### config.mk
export PLATFORM = sky130hd
export DESIGN_NAME = bytebus_dac_if
export DESIGN_NICKNAME = d
export VERILOG_FILES = /design/src/rtl/dacif_pkg.sv /design/src/rtl/dacif_strobe_sync.sv /design/src/rtl/dacif_decode.sv /design/src/rtl/dacif_regs.sv /design/src/rtl/bytebus_dac_if.sv
export SDC_FILE = /design/constraint.sdc
export NUM_CORES = 1
export LEC_CHECK = 0
export ABC_AREA = 1
export BUFFER_PORTS_ARGS = -buffer_cell sky130_fd_sc_hd__buf_4
export CAP_MARGIN = 20
export CORE_MARGIN = 8
export CORE_UTILIZATION = 47
export CTS_CLUSTER_DIAMETER = 100
export DETAILED_ROUTE_END_ITERATION = 7
export GPL_TIMING_DRIVEN = 0
export HOLD_SLACK_MARGIN = 0.08
export PLACE_DENSITY_LB_ADDON = 0.12
export SETUP_SLACK_MARGIN = 0.4
export SYNTH_ARGS = -nofsm -noshare
export SYNTH_HDL_FRONTEND = slang
export SYNTH_SLANG_ARGS = --single-unit
### constraint.sdc
create_clock -name clk -period 1.24 [get_ports clk]
set_clock_uncertainty 0.15 [all_clocks]
set_input_delay 0.062 -clock clk [delete_from_list [all_inputs] [get_ports clk]]
set_output_delay 0.062 -clock clk [all_outputs]
set_load 0.02 [all_outputs]
### src/rtl/dacif_pkg.sv
package dacif_pkg;

    typedef enum logic [2:0] {
        CMD_NONE    = 3'd0,
        CMD_LOAD_LO = 3'd1,
        CMD_LOAD_HI = 3'd2,
        CMD_UPDATE  = 3'd3,
        CMD_CLR_UNI = 3'd4,
        CMD_CLR_BIP = 3'd5
    } dac_cmd_e;

    localparam int unsigned OFS_W = 3;

endpackage

### src/rtl/dacif_strobe_sync.sv
module dacif_strobe_sync #(
    parameter int unsigned SYNC_STAGES = 2
) (
    input  logic clk,
    input  logic rst_n,
    input  logic strobe_i,
    output logic edge_o
);
    localparam int unsigned LAST = SYNC_STAGES - 1;

    typedef struct packed {
        logic [SYNC_STAGES-1:0] chain;
        logic                   prev;
    } sync_t;

    sync_t sync_d, sync_q;

    always_comb begin
        sync_d = sync_q;
        sync_d.chain[0] = strobe_i;
        for (int i = 1; i < int'(SYNC_STAGES); i++) begin
            sync_d.chain[i] = sync_q.chain[i-1];
        end
        sync_d.prev = sync_q.chain[LAST];
    end

    always_ff @(posedge clk or negedge rst_n) begin
        if (!rst_n) begin
            sync_q <= '0;
        end else begin
            sync_q <= sync_d;
        end
    end

    assign edge_o = sync_q.chain[LAST] & ~sync_q.prev;

    // a single bus cycle cannot produce back-to-back command edges
    a_r9_single_edge: assert property (@(posedge clk) disable iff (!rst_n)
        edge_o |=> !edge_o);

endmodule

### src/rtl/dacif_decode.sv
module dacif_decode
    import dacif_pkg::*;
#(
    parameter int unsigned ADDR_W    = 16,
    parameter logic [15:0] BASE_ADDR = 16'h0040
) (
    input  logic              edge_i,
    input  logic [ADDR_W-1:0] addr_i,
    output dac_cmd_e          cmd_o
);
    localparam int unsigned HI_W = ADDR_W - OFS_W;

    logic [HI_W-1:0]  base_hi;
    logic [OFS_W-1:0] offset;
    logic             hit;

    assign base_hi = BASE_ADDR[ADDR_W-1:OFS_W];
    assign offset  = addr_i[OFS_W-1:0];
    assign hit     = edge_i && (addr_i[ADDR_W-1:OFS_W] == base_hi);

    always_comb begin
        cmd_o = CMD_NONE;
        if (hit) begin
            unique case (offset[2:1])
                2'b00: cmd_o = offset[0] ? CMD_LOAD_HI : CMD_LOAD_LO;
                2'b01: cmd_o = CMD_UPDATE;
                2'b10: cmd_o = offset[0] ? CMD_CLR_BIP : CMD_CLR_UNI;
                default: cmd_o = CMD_NONE;
            endcase
        end
    end

endmodule

### src/rtl/dacif_regs.sv
module dacif_regs
    import dacif_pkg::*;
#(
    parameter int unsigned BYTE_W = 8,
    parameter int unsigned DAC_W  = 16
) (
    input  logic             clk,
    input  logic             rst_n,
    input  dac_cmd_e         cmd_i,
    input  logic [BYTE_W-1:0] data_i,
    output logic [DAC_W-1:0] dac_o,
    output logic             upd_o
);
    localparam logic [DAC_W-1:0] UNI_ZERO = '0;
    localparam logic [DAC_W-1:0] BIP_ZERO = {1'b1, {(DAC_W-1){1'b0}}};

    typedef struct packed {
        logic [DAC_W-1:0] in_word;
        logic [DAC_W-1:0] dac_word;
        logic             upd;
    } regs_t;

    regs_t regs_d, regs_q;

    always_comb begin
        regs_d     = regs_q;
        regs_d.upd = 1'b0;
        unique case (cmd_i)
            CMD_LOAD_LO: regs_d.in_word[BYTE_W-1:0]     = data_i;
            CMD_LOAD_HI: regs_d.in_word[DAC_W-1:BYTE_W] = data_i;
            CMD_UPDATE: begin
                regs_d.dac_word = regs_q.in_word;
                regs_d.upd      = 1'b1;
            end
            CMD_CLR_UNI: begin
                regs_d.in_word  = UNI_ZERO;
                regs_d.dac_word = UNI_ZERO;
                regs_d.upd      = 1'b1;
            end
            CMD_CLR_BIP: begin
                regs_d.in_word  = BIP_ZERO;
                regs_d.dac_word = BIP_ZERO;
                regs_d.upd      = 1'b1;
            end
            default: ;
        endcase
    end

    always_ff @(posedge clk or negedge rst_n) begin
        if (!rst_n) begin
            regs_q <= '0;
        end else begin
            regs_q <= regs_d;
        end
    end

    assign dac_o = regs_q.dac_word;
    assign upd_o = regs_q.upd;

    a_r3_update_copies: assert property (@(posedge clk) disable iff (!rst_n)
        (cmd_i == CMD_UPDATE) |=> (dac_o == $past(regs_q.in_word)));

    a_r4_clear_unipolar: assert property (@(posedge clk) disable iff (!rst_n)
        (cmd_i == CMD_CLR_UNI) |=> (dac_o == UNI_ZERO && regs_q.in_word == UNI_ZERO));

    a_r5_clear_bipolar: assert property (@(posedge clk) disable iff (!rst_n)
        (cmd_i == CMD_CLR_BIP) |=> (dac_o == BIP_ZERO && regs_q.in_word == BIP_ZERO));

    a_r2_load_keeps_output: assert property (@(posedge clk) disable iff (!rst_n)
        (cmd_i == CMD_LOAD_LO || cmd_i == CMD_LOAD_HI) |=> ($stable(dac_o) && !upd_o));

    a_r10_pulse_width: assert property (@(posedge clk) disable iff (!rst_n)
        upd_o |=> !upd_o);

    a_r10_change_needs_pulse: assert property (@(posedge clk) disable iff (!rst_n)
        !upd_o |-> $stable(dac_o));

endmodule

### src/rtl/bytebus_dac_if.sv
module bytebus_dac_if
    import dacif_pkg::*;
#(
    parameter int unsigned ADDR_W      = 16,
    parameter int unsigned BYTE_W      = 8,
    parameter int unsigned DAC_W       = 16,
    parameter int unsigned SYNC_STAGES = 2,
    parameter logic [15:0] BASE_ADDR   = 16'h0040
) (
    input  logic              clk,
    input  logic              rst_n,
    input  logic [ADDR_W-1:0] addr,
    input  logic [BYTE_W-1:0] data,
    input  logic              iorq_n,
    input  logic              wr_n,
    output logic [DAC_W-1:0]  dac_code,
    output logic              dac_upd
);
    logic     access;
    logic     edge_w;
    dac_cmd_e cmd_w;

    // both strobes must be low together
    assign access = ~iorq_n & ~wr_n;

    dacif_strobe_sync #(
        .SYNC_STAGES(SYNC_STAGES)
    ) sync_i (
        .clk     (clk),
        .rst_n   (rst_n),
        .strobe_i(access),
        .edge_o  (edge_w)
    );

    dacif_decode #(
        .ADDR_W   (ADDR_W),
        .BASE_ADDR(BASE_ADDR)
    ) decode_i (
        .edge_i(edge_w),
        .addr_i(addr),
        .cmd_o (cmd_w)
    );

    dacif_regs #(
        .BYTE_W(BYTE_W),
        .DAC_W (DAC_W)
    ) regs_i (
        .clk   (clk),
        .rst_n (rst_n),
        .cmd_i (cmd_w),
        .data_i(data),
        .dac_o (dac_code),
        .upd_o (dac_upd)
    );

endmodule

==> results.py, run 1 <==
metrics = {
    "outcome": {
        "status": "finished with violations",
        "violations": "negative hold slack, negative setup slack",
    },
    "global_routing": {
        "grt_overflow": 0,
        "grt_max_degree": 37,
        "track_usage_pct": 14.76,
        "antenna_found_initial": 0,
        "grt_pass1_vias": 1694,
        "grt_first_pass_wirelength_um": 7300,
    },
    "clock_network": {
        "cts_root_buffer": "clkbuf_8",
        "htreeDepth": 2,
        "clk_pin_slew_ps": 70,
        "cts_tree": "done",
        "cts_max_path_buffers": 2,
        "postCtsHoldBufs": 3,
        "cts.sinks": 36,
        "clock_latency_ps": 280,
        "numCtsBuffers": 5,
    },
    "logic_synthesis": {
        "syn_avg_cell_area_sq_um": 8.381,
        "synth-main-ff-cell": "dfrtp_1",
        "synth_edf_count": 0,
        "async_reset_ff_share_pct": 100.0,
        "synthTopCellsByArea": "dfrtp_1 51%, nand2_1 16%, buf_4 7.2%",
        "netlist.area_leader.share_pct": 50.70,
        "synth_top_area_cell": "dfrtp_1",
        "yosys_warnings": 0,
        "synth_cell_type_count": 21,
        "syn_nets": 240,
        "yosysMostFrequentCell": "nand2_1",
        "synth_common_cells": "77 x nand2_1, 36 x dfrtp_1, 18 x nand3_1, 18 x nor2_1, 17 x buf_4",
        "seq_area_frac_synth_pct": 50.70,
        "synth_area_sq_um": 1777,
        "synth_seq_cells": 36,
        "netlist_instances": 212,
    },
    "timing": {
        "fmax_mhz": 685.5,
        "fin_ws_ps": -218.7,
        "setup_viol": 33,
        "tns_ps": -5967,
        "slew_violations": 0,
        "hold_viol": 17,
        "rsz0062_at_grt": "true",
        "maxSlewHeadroom_pct": 62.59,
        "min_period_ps": 1459,
        "finalCritPeriodShare_pct": 117.6,
        "holdWs_ps": -118.4,
        "worstMarginPinSlew_ps": 560.5,
    },
    "setup_path": {
        "critPathRequiredTime_ps": 1320,
        "cp_slowest_stage_delay_ps": 390,
        "crit_chain": "inv_2 > nand2_1 > nor2_1 > nand2_2 > nor2_8 > buf_12 > clkbuf_16 > nand3_2 > nand2_1",
        "critical_path_arrival_ps": 1540,
        "critical_path.max_fanout": 6,
        "critical_path.startpoint": "sync_i.sync_q[0]$_DFF_PN0_",
        "r2r-start": "sync_i.sync_q[0]$_DFF_PN0_",
        "cp_slowest_cell": "dfrtp_1",
        "path_common_cell": "nand2_1",
        "worstSetupStartpointType": "register",
        "critPathKind": "reg2reg",
        "endpoint_kind": "register",
    },
    "cells_and_area": {
        "drive_gt1_share_pct": 53.82,
        "utilization_pct": 79.49,
        "stdcell_area_sq_um": 2910,
        "fill_cells": 256,
        "fin_nets": 328,
        "area.growth.synth_to_final_pct": 63.80,
        "n_antenna_cell": 0,
    },
    "die": {
        "pin_count": 45,
        "die_w_um": 77.49,
        "coreArea_sq_um": 3661,
        "rows": 22,
        "die-area_sq_um": 6004,
        "fp.dieH_um": 77.49,
        "initial_core_util_pct": 48.53,
    },
    "pwr": {
        "ir_drop_mv": 0.5638,
        "power_density_nw_per_um2": 760.5,
        "p_leak_nw": 1.559,
    },
    "placed_design": {
        "place_hpwl_um": 2882,
        "dpl-instance-area_sq_um": 2218,
        "gp_congestion": 0.8352,
        "place_ws_ps": -286.5,
        "io_buffer_count": 44,
    },
    "drt": {
        "drc": 0,
        "wl_per_cell_um": 13.25,
        "vias_per_cell": 4.788,
        "wirelength_um": 4623,
        "vias": 1671,
        "ant_nets": 0,
        "drt_iter0_markers": 45,
        "first_pass_iters": 4,
    },
    "run": {
        "drv_cap": 0,
    },
    "worst_hold_path": {
        "hold_class": "in2reg",
        "hold_start": "data[7]",
    },
}
-- cells by family (layout without fill, tap and decap cells) --
logic type             Yosys count  after routing  share of synthesized area, %
AOI/OAI and AO/OA                5              5                         2.676
buffers and inverters           37            126                         12.82
DFF                             36             36                         50.70
and+or+nand+nor                134            134                         33.80
-- layer usage --
layer / global-route usage [%] / vias up / wire length [um]
li1: - / 835 / -
met1: 17.22 / 777 / 1962
met2: 23.76 / 51 / 2253
met3: 5.645 / 8 / 332
met4: 6.226 / 0 / 74
met5: 0 / - / 0
-- layout by cell type, fill, tap and decap left out, types with 2 or more instances in the layout --
cell type and n:
clkinv_2 2, nand3_1 5, buf_6 36, nand2_4 4
nand2_2 25, buf_12 2, dlygate4sd3_1 3, buf_8 2
inv_2 3, nor2_1 16, nand4_1 14, nor2_4 3
buf_4 57, dfrtp_1 36, inv_1 13, nand3_2 13
nor2_2 2, nand2_1 48, clkbuf_8 6
-- flip-flops by register name, summed over array words and instances (netlist names) --
signal         flops
regs_i.upd_o       1
sync_i.sync_d      2
regs_i.dac_o      16
sync_i.sync_q      1
regs_i.regs_q     16
-- final cells by class --
class                   instances  area [sq um]  area share, %
flip-flops and latches         36         900.9          30.95
multi-input cells             139         833.3          28.63
repair buffers                 81         729.5          25.06
plain buffers                  21         234.0          8.040
clock buffers                   6         82.58          2.837
inverters                      16         60.06          2.064
well taps                      48         60.06          2.064
clock inverters                 2         10.01         0.3439
-- power by group --
group          switching, mW  internal (mW)
sequential           0.00303           1.18
clock                  0.397          0.443
combinational          0.109         0.0831
total                  0.509           1.70
-- through the flow --
step / hold slack [ps] / std cells / power, mW
2_1_floorplan: -383.6 / 212 / 1.265
3_3_place_gp: -109.8 / 304 / 1.377
3_5_place_dp: -107.0 / 304 / 1.380
4_1_cts: -122.3 / 333 / 2.230
5_1_grt: -108.4 / 349 / 2.315
6_report: -118.4 / 349 / 2.213
-- final timing paths --
path                                            endpoint  slack (ps)  cells past startpoint
max                          regs_i.dac_o[7]$_DFFE_PN0P_        -220                      9
min                        regs_i.regs_q[32]$_DFFE_PN0P_        -120                      3
max reg2reg                  regs_i.dac_o[7]$_DFFE_PN0P_        -220                      9
min reg2reg                   sync_i.sync_d[0]$_DFF_PN0_         200                      0
max in group asynchronous    regs_i.dac_o[0]$_DFFE_PN0P_         610                      2
min in group asynchronous     sync_i.sync_d[2]$_DFF_PN0_          80                      2
-- worst max-delay path: cells and delay by family (launching register included) --
kind / cells / cell delay, ps
and+or+nand+nor: 6 / 520
buffers and inverters: 3 / 340
DFF: 1 / 390
-- what timing repair did --
action / CTS / global route
pin swaps: 16 / 14
endpoints found under the hold margin: 59 / 22
gates resized for setup: 44 / 36
endpoints found under the setup margin: 50 / 56
buffers inserted: 18 / 14
cloned: 0 / 2
No activity file was read; power rests on OpenSTA's default activity.
==> inputs of run 2 (changes only) <==
--- a/config.mk
+++ b/config.mk
@@ -5,7 +5,6 @@
 export SDC_FILE = /design/constraint.sdc
 export NUM_CORES = 1
 export LEC_CHECK = 0
-export ABC_AREA = 1
 export BUFFER_PORTS_ARGS = -buffer_cell sky130_fd_sc_hd__buf_4
 export CAP_MARGIN = 20
 export CORE_MARGIN = 8
==> run 2 against run 1 <==
Against the previous run:
- the run still ends with negative hold slack, negative setup slack left
- count of clock-buffer cells in the layout is the same
- flip-flop and latch count is the same
- register-to-register slack lost 260 ps
- synthesized cell count shrank 15%
- largest power group unchanged
==> results.py, run 2 <==
metrics = {
    "logic_synthesis": {
        "netlist.area_leader.share_pct": 49.08,
        "syn_avg_cell_area_sq_um": 10.20,
        "synth_edf_count": 0,
        "synth_seq_cells": 36,
        "synthTopCellsByArea": "dfrtp_1 49%, a32o_1 8.2%, buf_4 7.4%",
        "seq_area_frac_synth_pct": 49.08,
        "synth_top_area_cell": "dfrtp_1",
        "synth_common_cells": "36 x dfrtp_1, 30 x nand2_1, 18 x buf_4, 17 x nand3_1",
        "synth-main-ff-cell": "dfrtp_1",
        "netlist_instances": 180,
        "synth_cell_type_count": 26,
        "syn_nets": 208,
        "yosysMostFrequentCell": "dfrtp_1",
        "async_reset_ff_share_pct": 100.0,
        "yosys_warnings": 0,
        "synth_area_sq_um": 1836,
    },
    "placed_design": {
        "io_buffer_count": 44,
        "place_inst": 272,
        "place_hpwl_um": 3349,
        "place_ws_ps": -516.0,
        "gp_congestion": 0.8858,
        "dpl-instance-area_sq_um": 2261,
    },
    "timing": {
        "worstMarginPinSlew_ps": 500.9,
        "holdWs_ps": -87.68,
        "min_period_ps": 1715,
        "finalCritPeriodShare_pct": 138.3,
        "tns_ps": -13760,
        "maxSlewHeadroom_pct": 66.48,
        "rsz0062_at_grt": "true",
        "fin_ws_ps": -475.0,
        "hold_viol": 15,
        "setup_viol": 33,
        "slew_violations": 0,
        "fmax_mhz": 583.1,
    },
    "clock_network": {
        "cts_max_path_buffers": 2,
        "cts_tree": "done",
        "cts.sinks": 36,
        "clock_latency_ps": 290,
        "clk_pin_slew_ps": 70,
        "postCtsHoldBufs": 3,
        "cts_root_buffer": "clkbuf_8",
        "numCtsBuffers": 5,
        "htreeDepth": 2,
    },
    "setup_path": {
        "critical_path_arrival_ps": 1790,
        "crit_chain": "nor4b_4 > and4_1 > buf_6 > bufbuf_16 > nand4b_1 > nand3_1",
        "cp_slowest_cell": "dfrtp_1",
        "regToRegEndpoint": "regs_i.regs_q[20]$_DFFE_PN0P_",
        "cp_slowest_stage_delay_ps": 390,
        "critPathKind": "reg2reg",
        "endpoint_kind": "register",
        "worst_path_dominant_cell_family": "simple AND/OR/NAND/NOR gates",
        "worstSetupStartpointType": "register",
        "endpoint": "regs_i.regs_q[20]$_DFFE_PN0P_",
        "critical_path.startpoint": "sync_i.sync_q[0]$_DFF_PN0_",
        "path_depth": 6,
        "critical_path.max_fanout": 5,
        "r2r-start": "sync_i.sync_q[0]$_DFF_PN0_",
        "reg2reg_setup_slack_ps": -480,
        "cp.buffers_inverters": 2,
        "reg2regPathDepth": 6,
        "critPathRequiredTime_ps": 1320,
    },
    "drt": {
        "drt_iter0_markers": 97,
        "vias": 1724,
        "wirelength_um": 4845,
        "first_pass_iters": 4,
        "vias_per_cell": 5.597,
        "drc": 0,
        "ant_nets": 0,
        "wl_per_cell_um": 15.73,
    },
    "cells_and_area": {
        "drive_gt1_share_pct": 41.92,
        "layout.cells.non_filler": 308,
        "final_cell_mix": "47 x buf_4, 40 x buf_6, 36 x dfrtp_1",
        "fin_nets": 287,
        "utilization_pct": 74.78,
        "stdcell_area_sq_um": 2779,
        "final_common_cell": "buf_4",
        "area.growth.synth_to_final_pct": 51.40,
        "n_antenna_cell": 0,
    },
    "die": {
        "die_w_um": 78.49,
        "die-area_sq_um": 6161,
        "coreArea_sq_um": 3716,
        "fp.dieH_um": 78.49,
        "rows": 22,
        "pin_count": 45,
        "initial_core_util_pct": 49.39,
    },
    "global_routing": {
        "gr-usage-met3_pct": 5.239,
        "grt_overflow": 0,
        "antenna_found_initial": 0,
        "grt_pass1_vias": 1758,
        "track_usage_pct": 16.87,
        "use_met1_pct": 19.82,
        "grt_max_degree": 37,
        "grt_first_pass_wirelength_um": 8307,
        "use_met2_pct": 27.67,
        "busiest_layer": "met2",
    },
    "pwr": {
        "p_total_mw": 2.958,
        "power_density_nw_per_um2": 1064,
        "p_leak_nw": 1.454,
        "ir_drop_mv": 0.7868,
    },
    "worst_hold_path": {
        "hold_class": "in2reg",
    },
    "run": {
        "drv_cap": 0,
    },
    "outcome": {
        "violations": "negative hold slack, negative setup slack",
        "status": "finished with violations",
    },
}
[run 2: per-layer routing]
| layer | part of all wire, % | up-vias |
|---|---|---|
| li1 | - | 805 |
| met1 | 41 | 844 |
| met2 | 51 | 62 |
| met3 | 6.3 | 13 |
| met4 | 2.2 | 0 |
| met5 | 0 | - |
[run 2: cell type report]
cell class / count / area [sq um]
Inverter: 1 / 3.754
Sequential cell: 36 / 900.9
Clock inverter: 2 / 35.03
Multi-Input combinational cell: 115 / 768.2
Tap cell: 48 / 60.06
Clock buffer: 6 / 72.57
Fill cell: 262 / 937.1
Buffer: 28 / 277.8
Timing Repair Buffer: 72 / 660.6
[run 2: worst min path at each step]
stage	start	to	slack, ps	depth (start not counted)
floorplan	rst_n	regs_i.dac_o[0]$_DFFE_PN0P_	-380	0
global placement	rst_n	sync_i.sync_q[0]$_DFF_PN0_	-110	1
detailed placement	rst_n	sync_i.sync_q[0]$_DFF_PN0_	-100	1
CTS	data[6]	regs_i.regs_q[31]$_DFFE_PN0P_	-100	3
global route	data[3]	regs_i.regs_q[28]$_DFFE_PN0P_	-90	3
finish	data[1]	regs_i.regs_q[18]$_DFFE_PN0P_	-90	3
[run 2: cells by family (layout without fill, tap and decap cells)]
logic type      count (synthesis)  after routing  share of synthesized area [%]
compound gates                 34             34                          15.75
flops                          36             36                          49.08
simple gates                   80             80                          23.72
buf+inv                        29            109                          10.91
mux                             1              1                         0.5454
[run 2: timing repair]
item / 4_1_cts / 5_1_grt
pin swaps: 12 / 5
hold endpoints to repair: 55 / 18
gates resized for setup: 37 / 5
endpoints found under the setup margin: 50 / 74
cloned: 3 / 0
setup buffers: 19 / 3
[run 2: report_power, final]
| part | total [mW] | switching [mW] | internal [mW] |
|---|---|---|---|
| Sequential | 1.53 | 0.166 | 1.36 |
| Combinational | 0.423 | 0.215 | 0.208 |
| Clock | 1.01 | 0.411 | 0.596 |
[run 2: worst min-delay path: cells and delay by family]
| kind | cells | cell delay (ps) |
|---|---|---|
| buf+inv | 1 | 90 |
| simple gates | 2 | 160 |
==> inputs of run 3 (changes only) <==
--- a/config.mk
+++ b/config.mk
@@ -8,7 +8,7 @@
 export BUFFER_PORTS_ARGS = -buffer_cell sky130_fd_sc_hd__buf_4
 export CAP_MARGIN = 20
 export CORE_MARGIN = 8
-export CORE_UTILIZATION = 47
+export CORE_UTILIZATION = 49
 export CTS_CLUSTER_DIAMETER = 100
 export DETAILED_ROUTE_END_ITERATION = 7
 export GPL_TIMING_DRIVEN = 0
@@ -17,4 +17,5 @@
 export SETUP_SLACK_MARGIN = 0.4
 export SYNTH_ARGS = -nofsm -noshare
 export SYNTH_HDL_FRONTEND = slang
+export SYNTH_HIERARCHICAL = 1
 export SYNTH_SLANG_ARGS = --single-unit
==> run 3 against run 2 <==
Against the previous run:
- the run still ends with negative hold slack, negative setup slack left
- fmax down 20%
- sequential share of layout area shrank 3.2 points
- via count grew 2.9%
- die area rose by 6.9%
- count of clock-buffer cells in the layout is the same
- critical path type unchanged
- largest cell class is now multi-input gates
==> results.py, run 3 <==
metrics = {
    "logic_synthesis": {
        "synth_cell_type_count": 34,
        "netlist_instances": 203,
        "synth_area_sq_um": 2081,
        "syn_avg_cell_area_sq_um": 10.25,
        "synth_seq_cells": 36,
        "synth-main-ff-cell": "dfrtp_1",
        "synth_edf_count": 0,
        "synth_common_cells": "36 x dfrtp_1, 30 x nor2b_1, 21 x a21oi_1, 19 x buf_4, 16 x nand2_1",
        "netlist.area_leader.share_pct": 43.30,
        "async_reset_ff_share_pct": 100.0,
        "seq_area_frac_synth_pct": 43.30,
        "yosys_warnings": 6,
        "yosysMostFrequentCell": "dfrtp_1",
        "synth_top_area_cell": "dfrtp_1",
        "synthTopCellsByArea": "dfrtp_1 43%, nor2b_1 9.0%, o2bb2ai_2 7.2%",
        "syn_nets": 231,
    },
    "clock_network": {
        "cts_max_path_buffers": 2,
        "numCtsBuffers": 5,
        "cts_root_buffer": "clkbuf_8",
        "postCtsHoldBufs": 3,
        "clk_pin_slew_ps": 70,
        "cts_tree": "done",
        "clock_latency_ps": 280,
        "cts.sinks": 36,
        "htreeDepth": 2,
    },
    "cells_and_area": {
        "area.growth.synth_to_final_pct": 48.17,
        "stdcell_area_sq_um": 3083,
        "final_common_cell": "buf_4",
        "fin_nets": 308,
        "fill_cells": 292,
        "n_antenna_cell": 0,
        "final_cell_mix": "47 x buf_4, 39 x buf_6, 36 x dfrtp_1",
        "drive_gt1_share_pct": 54.09,
    },
    "placed_design": {
        "dpl-instance-area_sq_um": 2497,
        "io_buffer_count": 44,
        "gp_congestion": 0.8578,
        "place_hpwl_um": 3447,
    },
    "global_routing": {
        "use_met1_pct": 22.36,
        "gr-usage-met3_pct": 5.077,
        "antenna_found_initial": 0,
        "grt_max_degree": 37,
        "busiest_layer": "met2",
        "grt_overflow": 0,
        "grt_first_pass_wirelength_um": 9018,
        "use_met2_pct": 27.35,
        "track_usage_pct": 17.40,
        "grt_pass1_vias": 1893,
    },
    "die": {
        "fp.dieH_um": 81.17,
        "die-area_sq_um": 6588,
        "coreArea_sq_um": 4058,
        "die_w_um": 81.17,
        "rows": 23,
        "initial_core_util_pct": 51.28,
        "pin_count": 45,
    },
    "outcome": {
        "status": "finished with violations",
        "violations": "negative hold slack, negative setup slack",
    },
    "setup_path": {
        "critPathRequiredTime_ps": 1270,
        "worst_path_dominant_cell_family": "simple AND/OR/NAND/NOR gates",
        "cp.buffers_inverters": 1,
        "critical_path.max_fanout": 7,
        "critical_path_arrival_ps": 2170,
        "worstSetupStartpointType": "register",
        "critical_path.startpoint": "sync_i/sync_q[0]$_DFF_PN0_",
        "endpoint_kind": "register",
        "critPathKind": "reg2reg",
        "cp_slowest_stage_delay_ps": 410,
        "cp_slowest_cell": "dfrtp_1",
        "r2r-start": "sync_i/sync_q[0]$_DFF_PN0_",
        "crit_chain": "nor2b_4 > nor4b_4 > nand4_4 > nor3b_2 > buf_4 > nor2_1 > a22o_1 > a221o_1",
    },
    "drt": {
        "wirelength_um": 5403,
        "first_pass_iters": 4,
        "drt_iter0_markers": 115,
        "wl_per_cell_um": 16.32,
        "vias": 1774,
        "ant_nets": 0,
        "vias_per_cell": 5.360,
        "drc": 0,
    },
    "timing": {
        "finalCritPeriodShare_pct": 173.3,
        "fin_ws_ps": -909.2,
        "rsz0062_at_grt": "true",
        "maxSlewHeadroom_pct": 67.76,
        "worstMarginPinSlew_ps": 483.6,
        "holdWs_ps": -108.4,
        "slew_violations": 0,
        "fmax_mhz": 465.3,
        "setup_viol": 33,
        "hold_viol": 15,
        "min_period_ps": 2149,
    },
    "pwr": {
        "power_density_nw_per_um2": 712.8,
        "p_leak_nw": 1.470,
        "ir_drop_mv": 0.6795,
    },
    "worst_hold_path": {
        "hold_start": "data[7]",
        "hold_class": "in2reg",
    },
    "run": {
        "drv_cap": 0,
    },
}
-- run 3: changes by cell type after synthesis, moves of 4 or more --
cell	delta
nor2b_1	+28
a21oi_1	+20
nand3_1	-17
a21o_1	-15
a32o_1	-15
nand2_1	-14
o21ai_0	+12
a21oi_2	+10
o2bb2ai_2	+10
nand4_1	-9
nand4b_1	-7
o2bb2ai_1	+5
nand2b_1	+4
-- run 3: layout make-up --
| type | count | area [sq um] | area share, % |
|---|---|---|---|
| buffer | 30 | 331.6 | 10.75 |
| clock buffer | 6 | 82.58 | 2.679 |
| clock inverter | 2 | 10.01 | 0.3247 |
| inverter | 1 | 3.754 | 0.1218 |
| multi-input combinational | 136 | 1055 | 34.21 |
| sequential | 36 | 900.9 | 29.22 |
| tap | 50 | 62.56 | 2.029 |
| timing repair buffer | 70 | 636.9 | 20.66 |
-- run 3: tightest hold or removal path: cells and delay by family --
family	cells	cell delay, ps
buffers and inverters	1	100
AO/OA/AOI/OAI	2	140
-- run 3: through the flow --
step / power (mW) / instances / utilization, % / setup TNS [ps] / setup slack [ps]
after floorplan: 1.224 / 203 / - / -21520 / -752.8
after global placement: 1.332 / 297 / 61.55 / -29400 / -971.2
after detailed placement: 1.334 / 297 / 61.55 / -30770 / -1023
after CTS: 2.207 / 330 / 74.01 / -28310 / -919.2
after global routing: 2.279 / 331 / 75.98 / -31820 / -1022
final: 2.198 / 331 / 75.98 / -27770 / -909.2
-- run 3: kinds of logic (layout without fill, tap and decap cells) --
| kind of cell | count (synthesis) | count (layout) | synth area share (%) |
|---|---|---|---|
| AO/OA/AOI/OAI | 67 | 67 | 24.35 |
| flip-flops | 36 | 36 | 43.30 |
| AND/OR/NAND/NOR | 68 | 68 | 20.74 |
| XOR/XNOR | 1 | 1 | 0.4210 |
| buffers and inverters | 31 | 109 | 11.18 |
-- run 3: metal layers --
layer  up-vias  part of all wire, %
met2        48                   49
li1        838                    -
met3         8                  6.2
met5         -                    0
met1       880                   44
met4         0                  1.3
-- run 3: power by group --
part / switching [mW] / internal (mW) / total [mW]
clock network: 0.431 / 0.444 / 0.874
registers: 0.00342 / 1.18 / 1.18
logic: 0.0649 / 0.0766 / 0.141
total: 0.499 / 1.70 / 2.20
-- run 3: path summary, 6_finish.rpt --
| check | to | slack, ps | cells after the start |
|---|---|---|---|
| max reg2reg | regs_i/regs_q[32]$_DFFE_PN0P_ | -910 | 8 |
| min | regs_i/regs_q[24]$_DFFE_PN0P_ | -110 | 3 |
| max | regs_i/regs_q[32]$_DFFE_PN0P_ | -910 | 8 |
| max in group asynchronous | regs_i/upd_o$_DFF_PN0_ | 600 | 2 |
| min reg2reg | sync_i/sync_d[0]$_DFF_PN0_ | 220 | 0 |
| min in group asynchronous | sync_i/sync_d[0]$_DFF_PN0_ | 80 | 2 |
-- run 3: repair_timing --
action	CTS	global route
endpoints found under the setup margin	50	59
resized for setup	53	23
cloned	1	0
setup buffers	21	1
pin swaps	8	9
hold endpoints to repair	53	16
